`src/rtl/ea_pkg.sv`:
```
package ea_pkg;
  localparam int EXT_W = 16;
  localparam int SEL_W = 4;

  typedef enum logic [1:0] {
    SZ_BYTE = 2'd0,
    SZ_WORD = 2'd1,
    SZ_LONG = 2'd2,
    SZ_LONG_ALT = 2'd3
  } ea_size_e;

  typedef enum logic [3:0] {
    K_DREG, K_AREG, K_IND, K_POSTINC, K_PREDEC, K_DISP, K_INDEX,
    K_ABSW, K_ABSL, K_PCDISP, K_PCINDEX, K_IMM, K_BAD
  } ea_kind_e;

  typedef enum logic [1:0] {
    S_IDLE, S_FETCH, S_CALC, S_DONE
  } ea_state_e;
endpackage

```
`src/rtl/ea_mode_decode.sv`:
```
module ea_mode_decode
  import ea_pkg::*;
(
  input  logic [2:0]       mode,
  input  logic [2:0]       regf,
  input  ea_size_e         size,
  output ea_kind_e         kind,
  output logic [1:0]       n_ext,
  output logic [SEL_W-1:0] base_sel
);
  always_comb begin
    base_sel = {(mode != 3'd0), regf};
    n_ext    = 2'd0;
    kind     = K_BAD;
    case (mode)
      3'd0: kind = K_DREG;
      3'd1: kind = K_AREG;
      3'd2: kind = K_IND;
      3'd3: kind = K_POSTINC;
      3'd4: kind = K_PREDEC;
      3'd5: begin kind = K_DISP;  n_ext = 2'd1; end
      3'd6: begin kind = K_INDEX; n_ext = 2'd1; end
      default: begin
        case (regf)
          3'd0: begin kind = K_ABSW;    n_ext = 2'd1; end
          3'd1: begin kind = K_ABSL;    n_ext = 2'd2; end
          3'd2: begin kind = K_PCDISP;  n_ext = 2'd1; end
          3'd3: begin kind = K_PCINDEX; n_ext = 2'd1; end
          3'd4: begin
            kind  = K_IMM;
            n_ext = (size == SZ_BYTE || size == SZ_WORD) ? 2'd1 : 2'd2;
          end
          default: begin kind = K_BAD; n_ext = 2'd0; end
        endcase
      end
    endcase
  end
endmodule

```
`src/rtl/ea_step_calc.sv`:
```
module ea_step_calc
  import ea_pkg::*;
#(
  parameter int ADDR_W     = 32,
  parameter int STACK_REG  = 7,
  parameter bit STACK_EVEN = 1'b1
) (
  input  ea_size_e          size,
  input  logic [2:0]        regf,
  output logic [ADDR_W-1:0] step
);
  logic [ADDR_W-1:0] byte_step;

  generate
    if (STACK_EVEN) begin : g_even_stack
      assign byte_step = (regf == 3'(STACK_REG)) ? ADDR_W'(2) : ADDR_W'(1);
    end else begin : g_plain_stack
      logic unused_regf;
      assign unused_regf = ^regf;
      assign byte_step = ADDR_W'(1);
    end
  endgenerate

  always_comb begin
    case (size)
      SZ_BYTE: step = byte_step;
      SZ_WORD: step = ADDR_W'(2);
      default: step = ADDR_W'(4);
    endcase
  end
endmodule

```
`src/rtl/ea_addr_calc.sv`:
```
module ea_addr_calc
  import ea_pkg::*;
#(
  parameter int ADDR_W = 32
) (
  input  ea_kind_e          kind,
  input  ea_size_e          size,
  input  logic [SEL_W-1:0]  base_sel,
  input  logic [ADDR_W-1:0] base,
  input  logic [ADDR_W-1:0] pc,
  input  logic [ADDR_W-1:0] step,
  input  logic [EXT_W-1:0]  w0,
  input  logic [EXT_W-1:0]  w1,
  input  logic [ADDR_W-1:0] idx_raw,
  output logic [ADDR_W-1:0] addr,
  output logic              is_reg,
  output logic              is_imm,
  output logic              wb_en,
  output logic [ADDR_W-1:0] wb_data
);
  logic [ADDR_W-1:0] sx_w0, disp8, index, pair;

  assign sx_w0 = {{(ADDR_W-EXT_W){w0[EXT_W-1]}}, w0};
  assign disp8 = {{(ADDR_W-8){w0[7]}}, w0[7:0]};
  assign index = w0[11] ? idx_raw
                        : {{(ADDR_W-EXT_W){idx_raw[EXT_W-1]}}, idx_raw[EXT_W-1:0]};
  assign pair  = ADDR_W'({w0, w1});

  always_comb begin
    addr    = '0;
    is_reg  = 1'b0;
    is_imm  = 1'b0;
    wb_en   = 1'b0;
    wb_data = '0;
    case (kind)
      K_DREG, K_AREG: begin
        is_reg = 1'b1;
        addr   = ADDR_W'(base_sel);
      end
      K_IND:     addr = base;
      K_POSTINC: begin
        addr    = base;
        wb_en   = 1'b1;
        wb_data = base + step;
      end
      K_PREDEC: begin
        addr    = base - step;
        wb_en   = 1'b1;
        wb_data = base - step;
      end
      K_DISP:    addr = base + sx_w0;
      K_INDEX:   addr = base + index + disp8;
      K_ABSW:    addr = sx_w0;
      K_ABSL:    addr = pair;
      K_PCDISP:  addr = pc + sx_w0;
      K_PCINDEX: addr = pc + index + disp8;
      K_IMM: begin
        is_imm = 1'b1;
        case (size)
          SZ_BYTE: addr = ADDR_W'(w0[7:0]);
          SZ_WORD: addr = ADDR_W'(w0);
          default: addr = pair;
        endcase
      end
      default: addr = '0;
    endcase
  end
endmodule

```
`src/rtl/ea_gen.sv`:
```
module ea_gen
  import ea_pkg::*;
#(
  parameter int ADDR_W = 32
) (
  input  logic              clk,
  input  logic              rst_n,
  input  logic              req_valid,
  output logic              req_ready,
  input  logic [2:0]        req_mode,
  input  logic [2:0]        req_reg,
  input  logic [1:0]        req_size,
  input  logic [ADDR_W-1:0] req_pc,
  output logic [3:0]        rf_sel,
  input  logic [ADDR_W-1:0] rf_rdata,
  input  logic              ext_valid,
  output logic              ext_ready,
  input  logic [15:0]       ext_data,
  output logic              done,
  output logic [ADDR_W-1:0] addr,
  output logic              is_reg,
  output logic              is_imm,
  output logic              wb_valid,
  output logic [2:0]        wb_sel,
  output logic [ADDR_W-1:0] wb_data
);
  ea_state_e         state;
  ea_kind_e          kind_q, dec_kind;
  ea_size_e          size_q;
  logic [1:0]        need_q, dec_need;
  logic              cnt_q;
  logic [SEL_W-1:0]  sel_q, dec_sel;
  logic [ADDR_W-1:0] base_q, pc_q, step;
  logic [EXT_W-1:0]  w0_q, w1_q;

  logic [ADDR_W-1:0] c_addr, c_wb_data;
  logic              c_is_reg, c_is_imm, c_wb_en;

  logic [ADDR_W-1:0] addr_q, wb_data_q;
  logic              is_reg_q, is_imm_q, wb_q;

  ea_mode_decode u_dec (
    .mode     (req_mode),
    .regf     (req_reg),
    .size     (ea_size_e'(req_size)),
    .kind     (dec_kind),
    .n_ext    (dec_need),
    .base_sel (dec_sel)
  );

  ea_step_calc #(.ADDR_W(ADDR_W)) u_step (
    .size (size_q),
    .regf (sel_q[2:0]),
    .step (step)
  );

  ea_addr_calc #(.ADDR_W(ADDR_W)) u_calc (
    .kind     (kind_q),
    .size     (size_q),
    .base_sel (sel_q),
    .base     (base_q),
    .pc       (pc_q),
    .step     (step),
    .w0       (w0_q),
    .w1       (w1_q),
    .idx_raw  (rf_rdata),
    .addr     (c_addr),
    .is_reg   (c_is_reg),
    .is_imm   (c_is_imm),
    .wb_en    (c_wb_en),
    .wb_data  (c_wb_data)
  );

  // The index register is read in the calc cycle; the base at acceptance.
  assign rf_sel    = (state == S_CALC) ? w0_q[15:12] : dec_sel;
  assign req_ready = (state == S_IDLE);
  assign ext_ready = (state == S_FETCH);
  assign done      = (state == S_DONE);
  assign addr      = addr_q;
  assign is_reg    = is_reg_q;
  assign is_imm    = is_imm_q;
  assign wb_valid  = done && wb_q;
  assign wb_sel    = sel_q[2:0];
  assign wb_data   = wb_data_q;

  always_ff @(posedge clk or negedge rst_n) begin
    if (!rst_n) begin
      state     <= S_IDLE;
      kind_q    <= K_BAD;
      size_q    <= SZ_BYTE;
      need_q    <= 2'd0;
      cnt_q     <= 1'b0;
      sel_q     <= '0;
      base_q    <= '0;
      pc_q      <= '0;
      w0_q      <= '0;
      w1_q      <= '0;
      addr_q    <= '0;
      wb_data_q <= '0;
      is_reg_q  <= 1'b0;
      is_imm_q  <= 1'b0;
      wb_q      <= 1'b0;
    end else begin
      case (state)
        S_IDLE: begin
          if (req_valid) begin
            kind_q <= dec_kind;
            size_q <= ea_size_e'(req_size);
            need_q <= dec_need;
            sel_q  <= dec_sel;
            base_q <= rf_rdata;
            pc_q   <= req_pc;
            cnt_q  <= 1'b0;
            state  <= (dec_need == 2'd0) ? S_CALC : S_FETCH;
          end
        end
        S_FETCH: begin
          if (ext_valid) begin
            if (!cnt_q) w0_q <= ext_data;
            else        w1_q <= ext_data;
            if ({1'b0, cnt_q} + 2'd1 == need_q) state <= S_CALC;
            else                                cnt_q <= 1'b1;
          end
        end
        S_CALC: begin
          addr_q    <= c_addr;
          is_reg_q  <= c_is_reg;
          is_imm_q  <= c_is_imm;
          wb_q      <= c_wb_en;
          wb_data_q <= c_wb_data;
          state     <= S_DONE;
        end
        default: state <= S_IDLE;
      endcase
    end
  end
endmodule

```
`config.mk`:
```
export PLATFORM = sky130hd
export DESIGN_NAME = ea_gen
export DESIGN_NICKNAME = d
export VERILOG_FILES = /design/src/rtl/ea_pkg.sv /design/src/rtl/ea_mode_decode.sv /design/src/rtl/ea_step_calc.sv /design/src/rtl/ea_addr_calc.sv /design/src/rtl/ea_gen.sv
export SDC_FILE = /design/constraint.sdc
export NUM_CORES = 1
export LEC_CHECK = 0
export BUFFER_PORTS_ARGS = -buffer_cell sky130_fd_sc_hd__buf_4
export CAP_MARGIN = 20
export CORE_MARGIN = 10
export CORE_UTILIZATION = 40
export DETAILED_ROUTE_END_ITERATION = 8
export HOLD_SLACK_MARGIN = 0.12
export MAX_ROUTING_LAYER = met4
export SETUP_SLACK_MARGIN = 0.1
export SKIP_LAST_GASP = 1
export SLEW_MARGIN = 30
export SYNTH_ARGS = -nofsm -noshare
export SYNTH_HDL_FRONTEND = slang
export SYNTH_SLANG_ARGS = --single-unit
```
`constraint.sdc`:
```
create_clock -name clk -period 4.85 [get_ports clk]
set_input_delay 0.485 -clock clk [delete_from_list [all_inputs] [get_ports clk]]
set_output_delay 0.485 -clock clk [all_outputs]
set_load 0.05 [all_outputs]
```
### Word-level counts from Yosys, hierarchy flattened

Cells that the tools add are included.

* register bits after elaboration: 178
* logic and storage cells: 103

* $add $sub $neg: 9
* equality and inequality tests: 32
* muxes and demuxes: 24
* bitwise gates (word level): 1
* reductions and logical operators: 22

Operators by type and width (count)
* 32-bit case mux with 10 select lines: 1
* 32-bit adder: 7
* 32-bit case mux with 2 select lines: 3
* 32-bit 2-to-1 mux: 1
* 32-bit subtractor: 1
* 4-bit case mux with 7 select lines: 1
* 4-bit case mux with 5 select lines: 1
* 4-bit by 3-bit == test with 1-bit output, second input constant: 4
* 4-bit == test, second input constant: 4
* 3-bit == test, second input constant: 5
* 3-bit by 2-bit == test with 1-bit output, second input constant: 4
* 2-bit 2-to-1 mux: 6
* 2-bit case mux with 3 select lines: 2
* 3-bit AND reduction: 3
* 4-bit by 2-bit == test with 1-bit output, second input constant: 2
* 2-bit logical NOT: 4
* 2-bit OR reduction: 4
* 2-bit by 1-bit == test with 1-bit output, second input constant: 3
* 3-bit by 1-bit == test with 1-bit output, second input constant: 2
* 3-bit logical NOT: 2
* 1-bit 2-to-1 mux: 6
* 2-bit != test, second input constant: 3
* 5-bit OR reduction: 1
* 2-bit == test, second input constant: 2
* other kinds (16): 16

### Depth between registers and ports, before layout

* word-level depth: 9
* mapped depth: 19
* depth with buffers taken out: 16

### Hierarchy

A second synthesis with hierarchy kept.

* cell total of the unflattened synthesis: 2095
* area total of the unflattened synthesis: 19098.3 µm²

By module, submodules not included
* ea_addr_calc: times used 1, cells an instance 1626, area an instance 11873.9 µm², sequential area each 0.0 µm²
* ea_gen: times used 1, cells an instance 410, area an instance 6829.0 µm², sequential area each 4456.8 µm²
* ea_step_calc: times used 1, cells an instance 34, area an instance 244.0 µm², sequential area each 0.0 µm²
* ea_mode_decode: times used 1, cells an instance 25, area an instance 151.4 µm², sequential area each 0.0 µm²

### Worst setup path before layout

OpenSTA, ideal clock, no wires.

* path type: register -> register
* from: reg w0_q[7]
* to: reg addr_q[21] (netlist: addr[21])
* library setup time: 126 ps
* arrival: 4915 ps
* required time: 4724 ps
* slack: -192 ps
* stages on the path, launching flop included: 12
* clock period less this slack: 5042 ps
* cell sequence: dfrtp_1 -> fa_1 -> ha_1 -> a21o_1 -> a211oi_1 -> o221ai_1 -> a31oi_1 -> o21bai_1 -> nand2_1 -> o21ai_0 -> or4_1 -> o32a_1

* word-level cells in the longest chain between the ends: 2

RTL lines
* start, declared: RTL line ea_gen.sv:34 `logic [EXT_W-1:0] w0_q, w1_q;`
* start signal, assigned: RTL line ea_gen.sv:119 `if (!cnt_q) w0_q <= ext_data;`
* 32-bit adder, on equally long branches
* 32-bit case mux with 10 select lines (*): RTL line ea_addr_calc.sv:35 `case (kind)`
* end signal, assigned: RTL line ea_gen.sv:126 `addr_q <= c_addr;`
* end, declared: RTL line ea_gen.sv:39 `logic [ADDR_W-1:0] addr_q, wb_data_q;`

Every way passes the cells marked *; elsewhere a longest branch is shown, timed or not.
A chain may end at the register's enable or synchronous reset.

### Final worst setup path

* from: reg kind_q[3]
* to: reg addr_q[31] (netlist: addr[31])

* word-level cells in the longest chain between the ends: 3

RTL lines
* start, declared: RTL line ea_gen.sv:28 `ea_kind_e kind_q, dec_kind;`
* start signal, assigned: RTL line ea_gen.sv:107 `kind_q <= dec_kind;`
* 4-bit by 2-bit == test with 1-bit output (tied with other cells): RTL line ea_addr_calc.sv:35
* 2-bit OR reduction, on equally long branches
* 32-bit case mux with 10 select lines (*): RTL line ea_addr_calc.sv:35

Marked as above.

==> metrics.cfg <==
[outcome]
status = finished clean

[cells_and_area]
nets = 2188
area.growth.synth_to_final_pct = 15.1
drive_above_1_share_pct = 22.3
diodes = 0
stdcell_count = 2471
fin_area_sq_um = 18900

[global_route]
antenna_found_initial = 2
grt_pass1_vias = 14835
grt_max_degree = 99
track_usage_pct = 25.8
grt_pass1_wl_um = 95000
overflow = 0

[sta]
rsz0062_at_grt = yes
relSlewSlack_pct = 31.8
post-route-period-util_pct = 92.3
setup_viol = 0
fin_ws_ns = 0.373
hold_viol_final = 0
finalClockSkew_ns = 0.0208
finalMaxSlewViolations = 0
max_freq_mhz = 223
worst_pin_slew_ns = 1.02
fin_crit_ns = 4.48
fin_tns_setup_ns = 0

[logic_synthesis]
synthesis.nets = 2052
synth_largest_area_cell = dfrtp_1
ys_async_sr_fraction_pct = 100
synth_simple_gate_area_share_pct = 14.5
syn_inst = 1790
synth_fa_ha_area_share_pct = 16.0
syn_area_sq_um = 16400
synthMuxAreaShare_pct = 9.98
synth_edf_count = 0
netlist.area_leader.share_pct = 26.8
synth_common_cells = dfrtp_1, nand2_1, a21oi_1
synth_top_family_by_area = compound AO/OA/AOI/OAI gates
synthesis.area_per_instance_sq_um = 9.17
synth_area_leaders = dfrtp_1, mux2_2, fa_1
synth_ff_type = dfrtp_1
synth_cell_types = 80
synth_compound_area_share_pct = 21.6
synth.most_common_cell = dfrtp_1
synthXorXnorAreaFrac_pct = 6.51
yosys_warnings = 0
synth-seq-area-share_pct = 27.1
ys_ff_latch = 178

[detailed_routing]
num_vias = 14967
antenna_left = 0
drc_errors = 0
drt-wirelength-per-cell_um = 25.6
drtIter0Drc = 1325
wl_um = 63200
vias_per_cell = 6.06
drtPass1Iterations = 6

[critical_path]
cpMostUsedCell = buf_4
crit_arrival_ns = 4.84
critPathSlowestCell = dfstp_2
critPathMaxFanout = 11
cp-start-kind = flip-flop
path_cells = nand2b_1, nor2_4, buf_4, mux2_2, ha_1, a2111oi_0, o21ai_0, a41o_1, a21oi_2, buf_4, o221ai_1, o211ai_1, xnor2_1, a22oi_1, nand3_1
path_class = reg2reg
max_stage_delay_ns = 0.65
cp.required_ns = 5.22
cp_top_family = compound AO/OA/AOI/OAI gates
endpoint_kind = flip-flop
cp_num_buf_inv = 2

[cts]
clkLatencyLatePin_ns = 0.51
numCtsBuffers = 17
clockBufferDepth = 2
cts_sinks = 178
htreeDepth = 4
clkTransAtPathRegs_ns = 0.09
cts-root-buf = clkbuf_16
tritoncts = done

[hold_path]
min_path_type = in2reg

[placement]
place_ws_ns = 0.123
post-place-cells = 2436
post-dp-hpwl_um = 49600
port_buffers = 168
dpl-instance-area_sq_um = 18300
gp_congestion = 0.973

[pwr]
p_leak_uw = 0.00880
vdd_ir_drop_max_mv = 0.224
p_per_area_nw_per_um2 = 243
finalPower_uw = 4600

[floorplan]
chipHeight_um = 223
core_area_sq_um = 40700
rows = 74
ios = 169
die_area_sq_um = 49500
start_util_pct = 40.3
fp.dieW_um = 223

[run]
drv_cap = 0

## cell type report
cell class                 count  area (sq um)
clock buffer                  19           433
clock inverter                13           104
fill                        3960         21800
inverter                      40           150
multi-input combinational   1456         11300
sequential                   178          4460
tap                          532           666
timing repair buffer         233          1780
## cell families (layout without fill, tap and decap cells)
logic type | count (synthesis) | count (layout)
AOI/OAI and AO/OA | 525 | 525
and+or+nand+nor | 492 | 492
DFF | 178 | 178
adders and majority gates | 170 | 170
buffers and inverters | 156 | 305
muxes | 147 | 147
xor gates and xnor gates | 122 | 122
## stage by stage
stage               hold WS [ns]  utilization (%)
CTS                        0.170             46.4
global placement           0.465             45.0
detailed placement         0.469             45.0
floorplan                  0.189                -
finish                     0.203             46.4
global route               0.193             46.4
## report_power, final
group          total (uW)  internal (uW)  switching [uW]
registers            1570           1510            56.4
clock network        1370            663             709
logic                1650            644            1010
## path summary, 6_finish.rpt
check                             from     endpoint  slack (ns)  cells past startpoint
hold reg to reg            wb_data[11]  wb_data[11]        0.48                      1
max in group asynchronous        rst_n    base_q[2]        3.28                      3
setup reg to reg             kind_q[3]     addr[31]        0.37                     15
hold / removal              req_pc[28]     pc_q[28]        0.20                      2
min in group asynchronous        rst_n     pc_q[26]        0.54                      2
setup / recovery             kind_q[3]     addr[31]        0.37                     15
## routing by layer
layer	routed length, um	GRT usage (%)	vias to the layer above
met2	28100	38.3	557
met4	1230	7.17	0
li1	-	-	6874
met1	29500	35.4	7468
met3	4460	4.56	68
met5	0	-	-
## cell usage in the layout, fill, tap and decap left out, types with 12 or more instances in the layout
cell type	instances
a211oi_1	23
a21o_1	53
a21oi_1	140
a221oi_1	24
a222oi_1	12
a22oi_1	12
a31oi_1	19
and3_1	15
buf_4	229
clkbuf_16	17
dfrtp_1	175
fa_1	67
ha_1	102
inv_1	39
mux2_2	134
mux2i_1	13
nand2_1	159
nand2b_1	17
nand3_1	46
nand4_1	19
nor2_1	110
nor2b_1	24
nor3_1	29
o211ai_1	19
o21a_1	14
o21ai_0	78
o21bai_1	13
o221ai_1	17
o22ai_1	13
o2bb2ai_1	12
xnor2_1	76
xor2_1	46
## repair_timing
item,in CTS,in global routing
setup endpoints to repair,0,4
gates resized for setup,0,2
buffers inserted,0,2
hold endpoints to repair,80,0
hold buffers,1,0
Note: power is estimated with default switching activity, not from simulation.
